`src/rtl/pll_irq_pkg.sv`:
```
package pll_irq_pkg;
    // Word addresses of the register port
    localparam int unsigned ADDR_STAT   = 0;
    localparam int unsigned ADDR_EN     = 1;
    localparam int unsigned ADDR_EN_SET = 2;
    localparam int unsigned ADDR_EN_CLR = 3;
    localparam int unsigned ADDR_LIVE   = 4;
endpackage

```
`src/rtl/pll_lock_sync.sv`:
```
module pll_lock_sync #(
    parameter int unsigned NUM_PLL    = 3,
    parameter int unsigned SYNC_DEPTH = 2
) (
    input  logic               clk,
    input  logic               rst_n,
    input  logic [NUM_PLL-1:0] lock_raw,
    output logic [NUM_PLL-1:0] live,
    output logic [NUM_PLL-1:0] rise,
    output logic [NUM_PLL-1:0] fall
);
    typedef struct packed {
        logic [SYNC_DEPTH-1:0][NUM_PLL-1:0] stage;
        logic [NUM_PLL-1:0]                 prev;
    } sync_t;

    sync_t s_d, s_q;

    always_comb begin
        s_d = s_q;
        s_d.stage[0] = lock_raw;
        for (int k = 1; k < SYNC_DEPTH; k++) begin
            s_d.stage[k] = s_q.stage[k-1];
        end
        s_d.prev = s_q.stage[SYNC_DEPTH-1];
    end

    always_ff @(posedge clk or negedge rst_n) begin
        if (!rst_n) s_q <= '0;
        else        s_q <= s_d;
    end

    assign live = s_q.stage[SYNC_DEPTH-1];
    assign rise = live & ~s_q.prev;
    assign fall = ~live & s_q.prev;

    generate
        for (genvar p = 0; p < NUM_PLL; p++) begin : g_chk

            rise_pulse_chk: assert property (@(posedge clk) disable iff (!rst_n)
                rise[p] |=> !rise[p]);

            fall_pulse_chk: assert property (@(posedge clk) disable iff (!rst_n)
                fall[p] |=> !fall[p]);
        end
    endgenerate
endmodule

```
`src/rtl/pll_evt_status.sv`:
```
module pll_evt_status #(
    parameter int unsigned NUM_EVT = 6
) (
    input  logic               clk,
    input  logic               rst_n,
    input  logic [NUM_EVT-1:0] set_evt,
    input  logic [NUM_EVT-1:0] clr_mask,
    output logic [NUM_EVT-1:0] status
);
    typedef struct packed {
        logic [NUM_EVT-1:0] bits;
    } stat_t;

    stat_t st_d, st_q;

    always_comb begin
        st_d = st_q;
        // a new event overrides a clear of the same bit
        st_d.bits = (st_q.bits & ~clr_mask) | set_evt;
    end

    always_ff @(posedge clk or negedge rst_n) begin
        if (!rst_n) st_q <= '0;
        else        st_q <= st_d;
    end

    assign status = st_q.bits;

    generate
        for (genvar b = 0; b < NUM_EVT; b++) begin : g_chk

            stat_fall_chk: assert property (@(posedge clk) disable iff (!rst_n)
                $fell(status[b]) |-> $past(clr_mask[b]));

            evt_wins_chk: assert property (@(posedge clk) disable iff (!rst_n)
                set_evt[b] |=> status[b]);
        end
    endgenerate
endmodule

```
`src/rtl/pll_irq_mask.sv`:
```
module pll_irq_mask #(
    parameter int unsigned NUM_EVT = 6
) (
    input  logic               clk,
    input  logic               rst_n,
    input  logic [NUM_EVT-1:0] set_mask,
    input  logic [NUM_EVT-1:0] clr_mask,
    output logic [NUM_EVT-1:0] enable
);
    typedef struct packed {
        logic [NUM_EVT-1:0] en;
    } mask_t;

    mask_t m_d, m_q;

    always_comb begin
        m_d = m_q;
        m_d.en = (m_q.en | set_mask) & ~clr_mask;
    end

    always_ff @(posedge clk or negedge rst_n) begin
        if (!rst_n) m_q <= '0;
        else        m_q <= m_d;
    end

    assign enable = m_q.en;

    generate
        for (genvar b = 0; b < NUM_EVT; b++) begin : g_chk

            en_rise_chk: assert property (@(posedge clk) disable iff (!rst_n)
                $rose(enable[b]) |-> $past(set_mask[b]));

            en_fall_chk: assert property (@(posedge clk) disable iff (!rst_n)
                $fell(enable[b]) |-> $past(clr_mask[b]));
        end
    endgenerate
endmodule

```
`src/rtl/pll_lock_irq_ctrl.sv`:
```
module pll_lock_irq_ctrl #(
    parameter int unsigned NUM_PLL    = 3,
    parameter int unsigned SYNC_DEPTH = 2,
    parameter int unsigned ADDR_W     = 3,
    parameter int unsigned DATA_W     = 32
) (
    input  logic               clk,
    input  logic               rst_n,
    input  logic [NUM_PLL-1:0] pll_lock_i,
    input  logic               reg_wr_en,
    input  logic [ADDR_W-1:0]  reg_addr,
    input  logic [DATA_W-1:0]  reg_wdata,
    output logic [DATA_W-1:0]  reg_rdata,
    output logic               irq_o
);
    import pll_irq_pkg::*;

    localparam int unsigned EVT_W = 2 * NUM_PLL;

    logic [NUM_PLL-1:0] live, rise, fall;
    logic [EVT_W-1:0]   status, enable;
    logic [EVT_W-1:0]   stat_clr_d, en_set_d, en_clr_d;
    logic [EVT_W-1:0]   wmask;
    logic               unused_wdata_hi;

    pll_lock_sync #(.NUM_PLL(NUM_PLL), .SYNC_DEPTH(SYNC_DEPTH)) u_sync (
        .clk(clk), .rst_n(rst_n), .lock_raw(pll_lock_i),
        .live(live), .rise(rise), .fall(fall)
    );

    pll_evt_status #(.NUM_EVT(EVT_W)) u_stat (
        .clk(clk), .rst_n(rst_n), .set_evt({fall, rise}),
        .clr_mask(stat_clr_d), .status(status)
    );

    pll_irq_mask #(.NUM_EVT(EVT_W)) u_mask (
        .clk(clk), .rst_n(rst_n), .set_mask(en_set_d),
        .clr_mask(en_clr_d), .enable(enable)
    );

    // upper write-data bits are not part of any mask
    assign wmask           = reg_wdata[EVT_W-1:0];
    assign unused_wdata_hi = ^reg_wdata[DATA_W-1:EVT_W];

    always_comb begin
        stat_clr_d = '0;
        en_set_d   = '0;
        en_clr_d   = '0;
        if (reg_wr_en) begin
            if (reg_addr == ADDR_W'(ADDR_STAT))   stat_clr_d = wmask;
            if (reg_addr == ADDR_W'(ADDR_EN_SET)) en_set_d   = wmask;
            if (reg_addr == ADDR_W'(ADDR_EN_CLR)) en_clr_d   = wmask;
        end
    end

    always_comb begin
        reg_rdata = '0;
        if (reg_addr == ADDR_W'(ADDR_STAT))      reg_rdata[EVT_W-1:0]   = status;
        else if (reg_addr == ADDR_W'(ADDR_EN))   reg_rdata[EVT_W-1:0]   = enable;
        else if (reg_addr == ADDR_W'(ADDR_LIVE)) reg_rdata[NUM_PLL-1:0] = live;
    end

    assign irq_o = |(status & enable);


    irq_quiet_chk: assert property (@(posedge clk) disable iff (!rst_n)
        (enable == '0) |-> !irq_o);

    generate
        for (genvar p = 0; p < NUM_PLL; p++) begin : g_chk

            gain_set_chk: assert property (@(posedge clk) disable iff (!rst_n)
                $rose(live[p]) |=> status[p]);

            loss_set_chk: assert property (@(posedge clk) disable iff (!rst_n)
                $fell(live[p]) |=> status[NUM_PLL+p]);
        end
    endgenerate
endmodule

```
`config.mk`:
```
export PLATFORM = sky130hd
export DESIGN_NAME = pll_lock_irq_ctrl
export DESIGN_NICKNAME = d
export VERILOG_FILES = /design/src/rtl/pll_irq_pkg.sv /design/src/rtl/pll_lock_sync.sv /design/src/rtl/pll_evt_status.sv /design/src/rtl/pll_irq_mask.sv /design/src/rtl/pll_lock_irq_ctrl.sv
export SDC_FILE = /design/constraint.sdc
export NUM_CORES = 1
export LEC_CHECK = 0
export ABC_AREA = 1
export ABC_CLOCK_PERIOD_IN_PS = 800
export BUFFER_PORTS_ARGS = -buffer_cell sky130_fd_sc_hd__buf_4
export CORE_MARGIN = 5
export CORE_UTILIZATION = 38
export DETAILED_ROUTE_END_ITERATION = 8
export PLACE_DENSITY = 0.77
export SLEW_MARGIN = 20
export SYNTH_ARGS = -nofsm -noshare
export SYNTH_HDL_FRONTEND = slang
export SYNTH_SLANG_ARGS = --single-unit
```
`constraint.sdc`:
```
create_clock -name clk -period 0.8 [get_ports clk]
set_input_delay 0.04 -clock clk [delete_from_list [all_inputs] [get_ports clk]]
set_output_delay 0.04 -clock clk [all_outputs]
set_load 0.02 [all_outputs]
```
==> results of run 1 <==
==> per-stage QoR <==
stage / util / cell area [µm²] / cells / power [mW]
final: 0.564 / 1710 / 248 / 2.58
after global routing: 0.564 / 1710 / 248 / 2.76
after CTS: 0.546 / 1650 / 245 / 2.54
after detailed placement: 0.472 / 1430 / 232 / 1.90
after global placement: 0.472 / 1430 / 232 / 1.89
after floorplan: - / 1280 / 178 / 1.69
==> routing by layer <==
metal	track usage	wire (µm)
met1	0.152	1060
met4	0.0761	42
met2	0.217	1410
met3	0.0272	190
met5	0	0
==> power groups by stage <==
stage / Clock [mW] / Sequential (mW) / Combinational (mW)
after floorplan: 0 / 1.23 / 0.463
after global placement: 0 / 1.23 / 0.655
after detailed placement: 0 / 1.24 / 0.661
after CTS: 0.518 / 1.22 / 0.801
after global routing: 0.580 / 1.24 / 0.942
final: 0.491 / 1.23 / 0.862
==> how the worst max path moves through the flow <==
stage	start	endpoint
3_3_place_gp	u_mask.enable[0]$_DFF_PN0_	irq_o
6_report	u_stat.status[0]$_DFF_PN0_	irq_o
5_1_grt	u_stat.status[4]$_DFF_PN0_	irq_o
2_1_floorplan	u_mask.enable[0]$_DFF_PN0_	irq_o
4_1_cts	u_mask.enable[2]$_DFF_PN0_	irq_o
3_5_place_dp	u_mask.enable[0]$_DFF_PN0_	irq_o
==> state kept, by name, summed over array words and instances (netlist names) <==
name	flops
u_sync.s_d	3
u_sync.s_q	3
u_stat.status	6
u_mask.enable	6
u_sync.live	3
==> final cells by class <==
type                    count  area, µm²
multi-input cells         116        566
clock buffers               4       26.3
inverters                  12       45.0
repair buffers             51        489
well taps                  44       55.1
fillers                   276       1320
flip-flops and latches     21        526
==> repair_timing <==
action	in CTS	in global routing
gates resized for setup	34	11
hold buffers	4	0
setup buffers	5	4
setup endpoints to repair	10	13
endpoints found under the hold margin	24	0
pin swaps	19	7
==> logic make-up (layout without fill, tap and decap cells) <==
group,after synthesis,in the layout,synth area share
buf+inv,41,67,0.230
flops,21,21,0.441
other cells,1,26,0.00315
simple gates,90,90,0.326
==> placed cells by master (no fill, tap or decap), types with 4 or more instances in the layout <==
cell           netlist  layout
dlygate4sd3_1        0       4
nand2_1             57      44
buf_6                3      19
nand2_2              0      12
nand3_2              0       7
dfrtp_1             21      21
nand3_1             22      15
inv_1               10       9
conb_1               1      26
buf_4               26      26
==> worst max-delay path, cell delays in order, from the launching register on <==
cell and delay [ns]:
dfrtp_1 0.41, nand2_1 0.07, nand2_1 0.05, nor2_1 0.09, nand3_1 0.11, buf_6 0.15
==> results_dict.tcl, run 1 <==
set metrics [dict create \
    yosysWarnings 0 \
    ys_top_cells_by_count "nand2_1 (57), buf_4 (26), nand3_1 (22)" \
    io_pins 74 \
    worstHoldStart "reg_wdata[1]" \
    critical_path.endpoint_type "output port" \
    synth.most_common_cell "nand2_1" \
    cap_violations 0 \
    worst_setup_path_start_kind "flip-flop" \
    hpwl_mm 1.95 \
    cts_made_buffers 3 \
    path_class "flip-flop to output port" \
    clock-skew-final_ns 0.000387 \
    nets 246 \
    post-place-ws_ns -0.0806 \
    p_per_area_mw_per_mm2 1510 \
    grt_setup_unrepaired "true" \
    cts_tree "yes" \
    seq_power_share 0.476 \
    antenna_found_initial 0 \
    syn_to_final_growth_pct 43.3 \
    switching_share 0.317 \
    clockBufferDepth 2 \
    ys_top_cells_by_area "dfrtp_1 (44%), nand2_1 (18%), buf_4 (16%)" \
    max_freq_mhz 821 \
    clkTransAtPathRegs_ns 0.11 \
    cts.sinks 21 \
    finalHoldViolCount 0 \
    synth_seq_area_share 0.441 \
    antenna_left 0 \
    crit_arrival_ns 1.18 \
    synth_seq_cells 21 \
    fp-row-count 20 \
    synth-edff-count 0 \
    critPathRequiredTime_ns 0.76 \
    holdCritPathClass "input pin to flip-flop" \
    clkPwrFrac 0.190 \
    setup_viol 12 \
    gp_congestion 0.817 \
    die_h_um 66.0 \
    insertion_delay_ns 0.30 \
    synthArstFlopShare 1.00 \
    initial_core_util 0.393 \
    track_usage 0.129 \
    grt.overflow.total 0 \
    holdWs_ns 0.100 \
    r2r_slack_ns -0.17 \
    grt_pass1_wl_mm 4.25 \
    synth_area_mm2 0.00119 \
    wl_per_cell_um 10.9 \
    yosysTopAreaCell "dfrtp_1" \
    r2r_cells 5 \
    internal_power_mw 1.76 \
    timing.final.ws_setup_ns -0.419 \
    core_area_mm2 0.00303 \
    post-route-period-util 1.52 \
    postSynthAreaPerCell_um2 7.79 \
    syn_inst 153 \
    synthFlopType "dfrtp_1" \
    synth_top_area_frac 0.441 \
    synth.distinct_cells 12 \
    drt_pre_antenna_iters 4 \
    drt-initial-drc-count 28 \
    violations "negative setup slack" \
    portBuffers 21 \
    setup_tns_ns -2.67 \
    crit_fanout 3 \
    p_comb_frac 0.334 \
    vias_per_cell 4.24 \
    diodes 0 \
    max-vdd-ir-drop_mv 1.22 \
    drv_slew 0 \
    die_area_mm2 0.00435 \
    hold_path_depth 5 \
    min_to "u_mask.enable[1]$_DFF_PN0_" \
    worstReg2RegEnd "u_stat.status[5]$_DFF_PN0_" \
    layout-drive-gt1-share 0.387 \
    grt_max_degree 22 \
    vias 1051 \
    switchingPower_uw 819 \
    leakagePower_nw 0.934 \
    h-tree-depth 1 \
    clock-root-buffer "clkbuf_4" \
    outcome "finished with violations" \
    die_x_um 66.0 \
    drt_wl_total_mm 2.70 \
    grt_pass1_vias 999 \
    r2r-start "u_stat.status[5]$_DFF_PN0_" \
    route.detailed.drc 0 \
    post-route-min-period_ns 1.22 \
]
(Power assumes the default switching activity.)
==> run 2: changes to the inputs <==
--- a/config.mk
+++ b/config.mk
@@ -12,6 +12,7 @@
 export CORE_UTILIZATION = 38
 export DETAILED_ROUTE_END_ITERATION = 8
 export PLACE_DENSITY = 0.77
+export RECOVER_POWER = 25
 export SLEW_MARGIN = 20
 export SYNTH_ARGS = -nofsm -noshare
 export SYNTH_HDL_FRONTEND = slang
==> results_dict.tcl, run 2 (synthesis gave the netlist of run 1 again) <==
set metrics [dict create \
    worst_setup_path_start_kind "flip-flop" \
    holdCritPathClass "input pin to flip-flop" \
    vias_per_cell 4.24 \
    track_usage 0.129 \
    max_freq_mhz 821 \
    syn_to_final_growth_pct 43.1 \
    grt_pass1_wl_mm 4.25 \
    met2_usage 0.217 \
    route.detailed.drc 0 \
    grt_max_degree 22 \
    drt-initial-drc-count 28 \
    finalHoldViolCount 0 \
    clock-skew-final_ns 0.000515 \
    max-vdd-ir-drop_mv 1.22 \
    initial_core_util 0.393 \
    crit_arrival_ns 1.18 \
    insertion_delay_ns 0.30 \
    drt_wl_total_mm 2.70 \
    clockBufferDepth 2 \
    wl_per_cell_um 10.9 \
    fill_cells 277 \
    critPathRequiredTime_ns 0.76 \
    h-tree-depth 1 \
    hpwl_mm 1.95 \
    grt_pass1_vias 999 \
    tightest_slew_ns 0.511 \
    portBuffers 21 \
    holdWs_ns 0.0999 \
    io_pins 74 \
    post-route-min-period_ns 1.22 \
    antenna_left 0 \
    crit_fanout 3 \
    leakagePower_nw 0.933 \
    final_area_mm2 0.00170 \
    core_area_mm2 0.00303 \
    setup_viol 12 \
    relSlewSlack 0.659 \
    diodes 0 \
    die_h_um 66.0 \
    post-place-cells 232 \
    post-route-period-util 1.52 \
    cts.sinks 21 \
    cts_made_buffers 3 \
    layout-drive-gt1-share 0.387 \
    total_power_mw 2.58 \
    layout_commonest_cell "nand2_1" \
    grtUsageMet3 0.0272 \
    gp_congestion 0.817 \
    die_area_mm2 0.00435 \
    critical_path.endpoint_type "output port" \
    drv_slew 0 \
    r2r-start "u_stat.status[5]$_DFF_PN0_" \
    outcome "finished with violations" \
    layout.cells.non_filler 248 \
    worstHoldStart "reg_wdata[1]" \
    vias 1051 \
    cap_violations 0 \
    cts_tree "yes" \
    clkTransAtPathRegs_ns 0.11 \
    crit_start "u_stat.status[0]$_DFF_PN0_" \
    die_x_um 66.0 \
    grt_setup_unrepaired "true" \
    nets 246 \
    clock-root-buffer "clkbuf_4" \
    path_class "flip-flop to output port" \
    violations "negative setup slack" \
    grt-busiest-layer "met2" \
    timing.final.ws_setup_ns -0.419 \
    grtUsageMet1 0.152 \
    mostFrequentLayoutCells "nand2_1 (44), conb_1 (26), buf_4 (25)" \
    antenna_found_initial 0 \
    p_per_area_mw_per_mm2 1510 \
    grt.overflow.total 0 \
    drt_pre_antenna_iters 4 \
    place_area_mm2 0.00143 \
    fp-row-count 20 \
]
[run 2: changes by cell type in the layout (fill, tap and decap cells not counted)]
cell	change
buf_4	-1
clkbuf_2	+1
[run 2: metal layers]
layer / share of wire / routed length (µm)
met1: 0.39 / 1060
met2: 0.52 / 1410
met3: 0.070 / 190
met4: 0.016 / 42
met5: 0 / 0
[run 2: critical path, cell delays in order, from the launching register on]
cell and delay, ns:
dfrtp_1 0.41, nand2_1 0.07, nand2_1 0.05, nor2_1 0.09, nand3_1 0.11, buf_6 0.15
[run 2: cell type report]
class	instances	area, µm²	area share
tap	44	55.1	0.0323
sequential	21	526	0.308
multi-input combinational	116	566	0.332
timing repair buffer	51	487	0.286
clock buffer	4	26.3	0.0154
inverter	12	45.0	0.0264
[run 2: per-stage QoR]
step | setup slack, ns | util | setup TNS, ns
2_1_floorplan | 0.0213 | - | 0
3_3_place_gp | -0.0789 | 0.472 | -0.448
3_5_place_dp | -0.0806 | 0.472 | -0.566
4_1_cts | -0.424 | 0.546 | -2.47
5_1_grt | -0.503 | 0.563 | -3.28
6_report | -0.419 | 0.563 | -2.67
[run 2: final timing paths]
path                       slack (ns)  cells after the start                         end
max                             -0.42                      5                       irq_o
min                               0.1                      5  u_mask.enable[1]$_DFF_PN0_
max reg2reg                     -0.17                      5  u_stat.status[5]$_DFF_PN0_
min reg2reg                      0.36                      0    u_sync.live[1]$_DFF_PN0_
max in group asynchronous        0.23                      2     u_sync.s_d[8]$_DFF_PN0_
min in group asynchronous        0.23                      2     u_sync.s_d[7]$_DFF_PN0_
[run 2: what timing repair did]
| action | in CTS | in global routing |
|---|---|---|
| hold buffers | 4 | 0 |
| setup buffers | 5 | 4 |
| endpoints found under the setup margin | 10 | 13 |
| pin swaps | 19 | 7 |
| gates resized for setup | 34 | 11 |
| cloned | 0 | 0 |
| endpoints found under the hold margin | 24 | 0 |
[run 2: report_power, final]
group          leakage [nW]  switching (mW)  total (mW)  internal, mW
clock network        0.0150           0.296       0.490         0.194
registers             0.236          0.0683        1.23          1.16
logic                 0.682           0.454       0.860         0.406
